### src/rtl/pwm_bank_pkg.sv
package pwm_bank_pkg;

  parameter int unsigned PB_CNT_W  = 16;
  parameter int unsigned PB_DATA_W = 32;
  localparam int unsigned PB_CMT_BIT = 30;
  localparam int unsigned PB_RUN_BIT = 31;
  localparam int unsigned PB_PAD_W   = PB_DATA_W - PB_CNT_W - 2;

  typedef logic [PB_CNT_W-1:0] pb_cnt_t;

  typedef struct packed {
    pb_cnt_t hi;
    pb_cnt_t div;
    pb_cnt_t pre;
  } pb_cfg_t;

  // true when a counter sits on its terminal value
  function automatic logic pb_last(pb_cnt_t c, pb_cnt_t lim);
    return c == lim;
  endfunction

  // next value of a wrapping counter
  function automatic pb_cnt_t pb_step(pb_cnt_t c, pb_cnt_t lim);
    return pb_last(c, lim) ? '0 : c + 1'b1;
  endfunction

  // output level for a given tick position inside the period
  function automatic logic pb_level(pb_cnt_t pos, pb_cnt_t hi);
    return pos < hi;
  endfunction

  function automatic logic [PB_DATA_W-1:0] pb_word_a(pb_cfg_t c);
    return {c.hi, c.div};
  endfunction

  function automatic logic [PB_DATA_W-1:0] pb_word_b(pb_cfg_t c, logic run);
    return {run, 1'b0, {PB_PAD_W{1'b0}}, c.pre};
  endfunction

endpackage

### src/rtl/pwm_bank_regs.sv
module pwm_bank_regs
  import pwm_bank_pkg::*;
#(
  parameter int NCH    = 4,
  parameter int ADDR_W = 5
) (
  input  logic                     clk,
  input  logic                     rst_n,
  input  logic                     wr_en,
  input  logic                     rd_en,
  input  logic [ADDR_W-1:0]        addr,
  input  logic [PB_DATA_W-1:0]     wdata,
  output logic [PB_DATA_W-1:0]     rdata,
  output pb_cfg_t [NCH-1:0]        stg,
  output logic [NCH-1:0]           run_flag,
  output logic [NCH-1:0]           commit
);

  localparam int CH_W = ADDR_W - 3;

  logic [CH_W-1:0]      a_ch;
  logic                 aligned;
  logic                 ch_ok;
  logic [PB_DATA_W-1:0] rd_word;

  assign a_ch    = addr[ADDR_W-1:3];
  assign aligned = (addr[1:0] == 2'b00);
  assign ch_ok   = (int'(a_ch) < NCH);

  for (genvar i = 0; i < NCH; i++) begin : g_reg
    logic hit_a;
    logic hit_b;
    assign hit_a = wr_en && aligned && (a_ch == CH_W'(i)) && !addr[2];
    assign hit_b = wr_en && aligned && (a_ch == CH_W'(i)) &&  addr[2];

    always_ff @(posedge clk) begin
      if (!rst_n) begin
        stg[i]      <= '0;
        run_flag[i] <= 1'b0;
        commit[i]   <= 1'b0;
      end else begin
        commit[i] <= hit_b && wdata[PB_CMT_BIT];
        if (hit_a) begin
          stg[i].div <= wdata[PB_CNT_W-1:0];
          stg[i].hi  <= wdata[PB_DATA_W-1:PB_CNT_W];
        end
        if (hit_b) begin
          stg[i].pre  <= wdata[PB_CNT_W-1:0];
          run_flag[i] <= wdata[PB_RUN_BIT];
        end
      end
    end
  end

  always_comb begin
    rd_word = '0;
    if (aligned && ch_ok) begin
      rd_word = addr[2] ? pb_word_b(stg[a_ch], run_flag[a_ch])
                        : pb_word_a(stg[a_ch]);
    end
  end

  always_ff @(posedge clk) begin
    if (!rst_n) rdata <= '0;
    else if (rd_en) rdata <= rd_word;
  end

endmodule

### src/rtl/pwm_bank_chan.sv
module pwm_bank_chan
  import pwm_bank_pkg::*;
(
  input  logic    clk,
  input  logic    rst_n,
  input  logic    run_flag,
  input  logic    commit,
  input  pb_cfg_t stg,
  output logic    pwm,
  output logic    running,
  output logic    bnd,
  output pb_cfg_t act,
  output pb_cnt_t pre_cnt,
  output pb_cnt_t div_cnt
);

  pb_cfg_t pend;
  logic    pend_v;
  logic    tick;

  // one prescaled tick ends when the prescaler wraps
  assign tick = running && pb_last(pre_cnt, act.pre);
  // a period ends when both stages wrap together
  assign bnd  = tick && pb_last(div_cnt, act.div);
  assign pwm  = running && pb_level(div_cnt, act.hi);

  always_ff @(posedge clk) begin
    if (!rst_n) begin
      running <= 1'b0;
      act     <= '0;
      pend    <= '0;
      pend_v  <= 1'b0;
      pre_cnt <= '0;
      div_cnt <= '0;
    end else begin
      running <= run_flag;
      if (!running) begin
        pre_cnt <= '0;
        div_cnt <= '0;
        pend_v  <= 1'b0;
        if (commit)      act <= stg;
        else if (pend_v) act <= pend;
      end else begin
        pre_cnt <= pb_step(pre_cnt, act.pre);
        if (tick) div_cnt <= pb_step(div_cnt, act.div);
        if (bnd) begin
          pend_v <= 1'b0;
          if (commit)      act <= stg;
          else if (pend_v) act <= pend;
        end else if (commit) begin
          pend   <= stg;
          pend_v <= 1'b1;
        end
      end
    end
  end

endmodule

### src/rtl/pwm_bank.sv
module pwm_bank
  import pwm_bank_pkg::*;
#(
  parameter  int NCH    = 4,
  localparam int CH_W   = (NCH > 1) ? $clog2(NCH) : 1,
  localparam int ADDR_W = CH_W + 3
) (
  input  logic                 clk,
  input  logic                 rst_n,
  input  logic                 wr_en,
  input  logic                 rd_en,
  input  logic [ADDR_W-1:0]    addr,
  input  logic [PB_DATA_W-1:0] wdata,
  output logic [PB_DATA_W-1:0] rdata,
  output logic [NCH-1:0]       pwm_out
);

  pb_cfg_t [NCH-1:0]           stg;
  logic    [NCH-1:0]           ch_en;
  logic    [NCH-1:0]           ch_commit;
  logic    [NCH-1:0]           ch_run;
  logic    [NCH-1:0]           ch_bnd;
  pb_cfg_t [NCH-1:0]           ch_act;
  logic    [NCH-1:0][PB_CNT_W-1:0] ch_pre_cnt;
  logic    [NCH-1:0][PB_CNT_W-1:0] ch_div_cnt;

  pwm_bank_regs #(.NCH(NCH), .ADDR_W(ADDR_W)) u_regs (
    .clk      (clk),
    .rst_n    (rst_n),
    .wr_en    (wr_en),
    .rd_en    (rd_en),
    .addr     (addr),
    .wdata    (wdata),
    .rdata    (rdata),
    .stg      (stg),
    .run_flag (ch_en),
    .commit   (ch_commit)
  );

  for (genvar i = 0; i < NCH; i++) begin : g_ch
    pwm_bank_chan u_chan (
      .clk      (clk),
      .rst_n    (rst_n),
      .run_flag (ch_en[i]),
      .commit   (ch_commit[i]),
      .stg      (stg[i]),
      .pwm      (pwm_out[i]),
      .running  (ch_run[i]),
      .bnd      (ch_bnd[i]),
      .act      (ch_act[i]),
      .pre_cnt  (ch_pre_cnt[i]),
      .div_cnt  (ch_div_cnt[i])
    );
  end

endmodule

### config.mk
export PLATFORM = sky130hd
export DESIGN_NAME = pwm_bank
export DESIGN_NICKNAME = d
export VERILOG_FILES = /design/src/rtl/pwm_bank_pkg.sv /design/src/rtl/pwm_bank_regs.sv /design/src/rtl/pwm_bank_chan.sv /design/src/rtl/pwm_bank.sv
export SDC_FILE = /design/constraint.sdc
export NUM_CORES = 2
export LEC_CHECK = 0
export BUFFER_PORTS_ARGS = -buffer_cell sky130_fd_sc_hd__buf_2
export CORE_MARGIN = 8
export CORE_UTILIZATION = 68
export DETAILED_ROUTE_END_ITERATION = 6
export PLACE_DENSITY = 0.82
export SETUP_SLACK_MARGIN = 0.5
export SYNTH_ARGS = -nofsm -noshare
export SYNTH_HDL_FRONTEND = slang
export SYNTH_SLANG_ARGS = --single-unit
export TNS_END_PERCENT = 50
### constraint.sdc
create_clock -name clk -period 6 [get_ports clk]
set_clock_uncertainty 0.05 [all_clocks]
set_input_delay 0 -clock clk [delete_from_list [all_inputs] [get_ports clk]]
set_output_delay 0 -clock clk [all_outputs]
set_load 0.02 [all_outputs]
==> results.py <==
metrics = {
    "synthesis": {
        "synth_area_leaders": "dfxtp_1, nand2_1, a21oi_1",
        "yosysTopAreaCell": "dfxtp_1",
        "avgSynthCellArea_um2": 8.83,
        "syn_nets": 3975,
        "synthCells": 3866,
        "synth_top_area_share_pct": 44.1,
        "synth_area_um2": 34100,
        "yosys_warnings": 0,
        "ys_ff_latch": 752,
        "yosys.cell_types.count": 50,
        "ys_seq_area_share_pct": 44.1,
    },
    "grt": {
        "grt_pass1_vias": 26154,
        "grt_util_all_layers_pct": 32.1,
        "grt_max_degree": 188,
        "antenna_found_initial": 10,
        "grt_pass1_wl_mm": 148,
        "grt-ovfl-total": 0,
    },
    "clock_tree": {
        "cts_inserted_buffers": 77,
        "postCtsSetupBuffers": 0,
        "h-tree-depth": 3,
        "cts.clk_slew.worst_paths_ps": 60,
        "ctsResizeCount": 0,
        "clkLatencyLatePin_ps": 620,
        "cts_buffer_depth": 3,
        "cts_tree": "built",
        "cts_sinks": 752,
        "cts_root_buf": "clkbuf_16",
    },
    "sta": {
        "rsz0062_at_grt": "no",
        "max_slew_margin_pct": 6.85,
        "period_share_pct": 62.0,
        "fin_setup_tns_ps": 0,
        "drv_slew": 0,
        "fin_crit_ps": 3720,
        "finalHoldViolations": 0,
        "fmax_ghz": 0.269,
        "finalSetupViolCount": 0,
        "worstMarginPinSlew_ps": 1400,
    },
    "cells_and_area": {
        "synthToLayoutAreaGrowth_pct": 9.47,
        "nets": 3858,
        "design_area_um2": 37400,
        "layout.cells.non_filler": 4487,
        "drive_gt1_share_pct": 10.8,
    },
    "die": {
        "die_y_um": 240,
        "ios": 77,
        "core_area_um2": 49900,
        "row_count": 82,
        "die_w_um": 240,
        "start_util_pct": 68.5,
        "dieArea_um2": 57600,
    },
    "drt": {
        "drt-wirelength-per-cell_um": 21.0,
        "dr.first_iter.drc_count": 3340,
        "drc": 13,
        "ant_nets": 0,
        "first_pass_iters": 7,
        "drt-total-wl_mm": 94.4,
        "vias": 28672,
        "routed_via_density": 6.39,
    },
    "worst_hold_path": {
        "min_path_type": "in -> reg",
        "min_path_cells": 4,
    },
    "pwr": {
        "vdd_drop_max_v": 0.000244,
        "switching_power_w": 0.00226,
        "pwr-share-seq_pct": 48.8,
        "clockPowerShare_pct": 48.4,
        "intPower_w": 0.00804,
        "p_leak_nw": 12.9,
        "powerDensity_nw_per_um2": 276,
        "combPwrFrac_pct": 2.7,
        "swShare_pct": 21.9,
        "power_w": 0.0103,
    },
    "run_status": {
        "status": "finished with violations",
        "violations": "design-rule violations",
    },
    "worst_setup_path": {
        "crit_path_start_kind": "flop",
        "crit_required_ps": 6470,
        "crit_path_end_kind": "flop",
        "r2r_cells": 7,
        "path_max_fanout": 76,
        "arrival_ps": 4190,
        "crit_type": "reg -> reg",
    },
    "place": {
        "dp_hpwl_mm": 62.6,
        "gp_congestion": 0.937,
        "io_buffers": 76,
        "dpl.cell_count": 4309,
        "place_area_um2": 34400,
    },
    "run": {
        "cap_viol_max_count": 0,
    },
}
-- cells in the mapped netlist, drive strengths merged --
cell type / instances
a311oi: 96
o311a: 96
mux4: 49
o2111ai: 1
nand3b: 2
mux2i: 99
dfxtp: 752
nand3: 240
nor2: 165
buf: 101
or2: 5
o21bai: 66
o21ai: 230
o211a: 2
nand2: 637
nand4b: 2
inv: 71
a221o: 2
mux2: 96
xor2: 129
and2: 13
or3: 2
nor4bb: 1
clkbuf: 237
nor3: 17
a31oi: 2
ha: 68
a21oi: 342
and4: 19
a22oi: 17
nor4: 24
and3: 38
nand4: 52
nor2b: 25
a211oi: 2
o211ai: 4
a21o: 19
nand2b: 24
nor3b: 3
nor4b: 1
xnor2: 113
a21boi: 2
-- power groups by stage --
stage               Combinational, W  Clock [W]  Sequential, W
global placement            0.000249          0        0.00514
detailed placement          0.000251          0        0.00514
floorplan                   0.000185          0        0.00513
CTS                         0.000271    0.00500        0.00503
global route                0.000296    0.00522        0.00503
finish                      0.000282    0.00499        0.00503
-- final timing paths --
| path | slack (ps) | endpoint | from |
|---|---|---|---|
| worst max-delay path | 2280 | g_ch[2].u_chan.act[13] | g_ch[2].u_chan.pre_cnt[12] |
| worst min-delay path | 50 | u_regs.rdata[13] | addr[0] |
| worst min register to register | 400 | g_ch[1].u_chan.pend[45] | g_ch[1].u_chan.pend[45] |
| worst max register to register | 2280 | g_ch[2].u_chan.act[13] | g_ch[2].u_chan.pre_cnt[12] |
-- stage by stage --
step	setup WS (ps)	hold WS, ps	utilization [%]
after floorplan	3930	86.0	-
after global placement	2590	237	68.9
after detailed placement	2380	245	68.9
after CTS	2340	21.9	74.9
after global routing	1960	48.1	74.9
final	2280	47.7	74.9
-- registers in the layout, summed over array words and instances, names as in the netlist --
| name | cells |
|---|---|
| g_ch.u_chan.act | 192 |
| g_ch.u_chan.div_cnt | 64 |
| g_ch.u_chan.pend | 192 |
| g_ch.u_chan.pend_v | 4 |
| g_ch.u_chan.pre_cnt | 64 |
| g_ch.u_chan.running | 4 |
| u_regs.commit | 4 |
| u_regs.rdata | 32 |
| u_regs.run_flag | 4 |
| u_regs.stg | 192 |
-- worst max-delay path, stage by stage, from the launching register on --
cell,delay (ps)
dfxtp_1,430
xor2_1,90
nor4_1,420
nand4_1,660
o21ai_4,720
buf_4,690
a21oi_1,190
a311oi_1,310
-- layer usage --
metal	vias up	routed length, um	global-route usage (%)
met4	8	4210	12.9
met2	1433	42100	49.8
met1	13531	38200	43.5
met3	322	9890	6.91
met5	-	54	0
li1	13378	-	-
-- timing repair --
| action | 4_1_cts | 5_1_grt |
|---|---|---|
| setup endpoints to repair | 0 | 0 |
| hold endpoints to repair | 238 | 0 |
| hold buffers | 33 | 0 |
-- logic make-up after synthesis --
group	count (synthesis)	synth area share [%]
AND/OR/NAND/NOR	1270	16.7
AO/OA/AOI/OAI	881	16.3
flip-flops	752	44.1
buffers and inverters	409	4.86
multiplexers	244	9.30
XOR/XNOR	242	6.21
adder cells (fa/ha/maj)	68	2.49
-- cell usage in the layout (no fill, tap or decap), types with 9 or more instances in the layout --
| cell | synthesis | final |
|---|---|---|
| nor3_1 | 17 | 17 |
| clkinv_2 | 0 | 16 |
| xnor2_1 | 113 | 113 |
| clkbuf_16 | 0 | 82 |
| and2_1 | 10 | 13 |
| o311a_1 | 96 | 96 |
| mux2i_1 | 99 | 99 |
| nand2b_1 | 24 | 24 |
| ha_1 | 68 | 68 |
| inv_1 | 71 | 70 |
| a311oi_1 | 96 | 96 |
| buf_4 | 12 | 32 |
| a21oi_1 | 342 | 340 |
| nor2b_1 | 25 | 25 |
| dlygate4sd3_1 | 0 | 33 |
| a21o_1 | 19 | 19 |
| o21ai_0 | 228 | 228 |
| nand3_1 | 240 | 240 |
| nand2_1 | 636 | 636 |
| nor4_1 | 22 | 22 |
| nor2_1 | 165 | 163 |
| dfxtp_1 | 752 | 748 |
| mux4_2 | 49 | 49 |
| xor2_1 | 129 | 129 |
| clkbuf_8 | 0 | 23 |
| nand4_1 | 52 | 52 |
| mux2_2 | 96 | 96 |
| and3_1 | 38 | 38 |
| and4_1 | 19 | 19 |
| clkbuf_1 | 232 | 9 |
| a22oi_1 | 17 | 17 |
| buf_2 | 59 | 74 |
| o21bai_1 | 66 | 66 |
-- layout make-up --
| type | count | area (um^2) |
|---|---|---|
| Clock buffer | 114 | 2400 |
| Fill cell | 3486 | 12500 |
| Sequential cell | 752 | 15100 |
| Timing Repair Buffer | 142 | 996 |
| Inverter | 71 | 274 |
| Antenna cell | 5 | 12.5 |
| Multi-Input combinational cell | 2705 | 17500 |
| Clock inverter | 26 | 270 |
| Tap cell | 672 | 841 |
(Power assumes the default switching activity.)
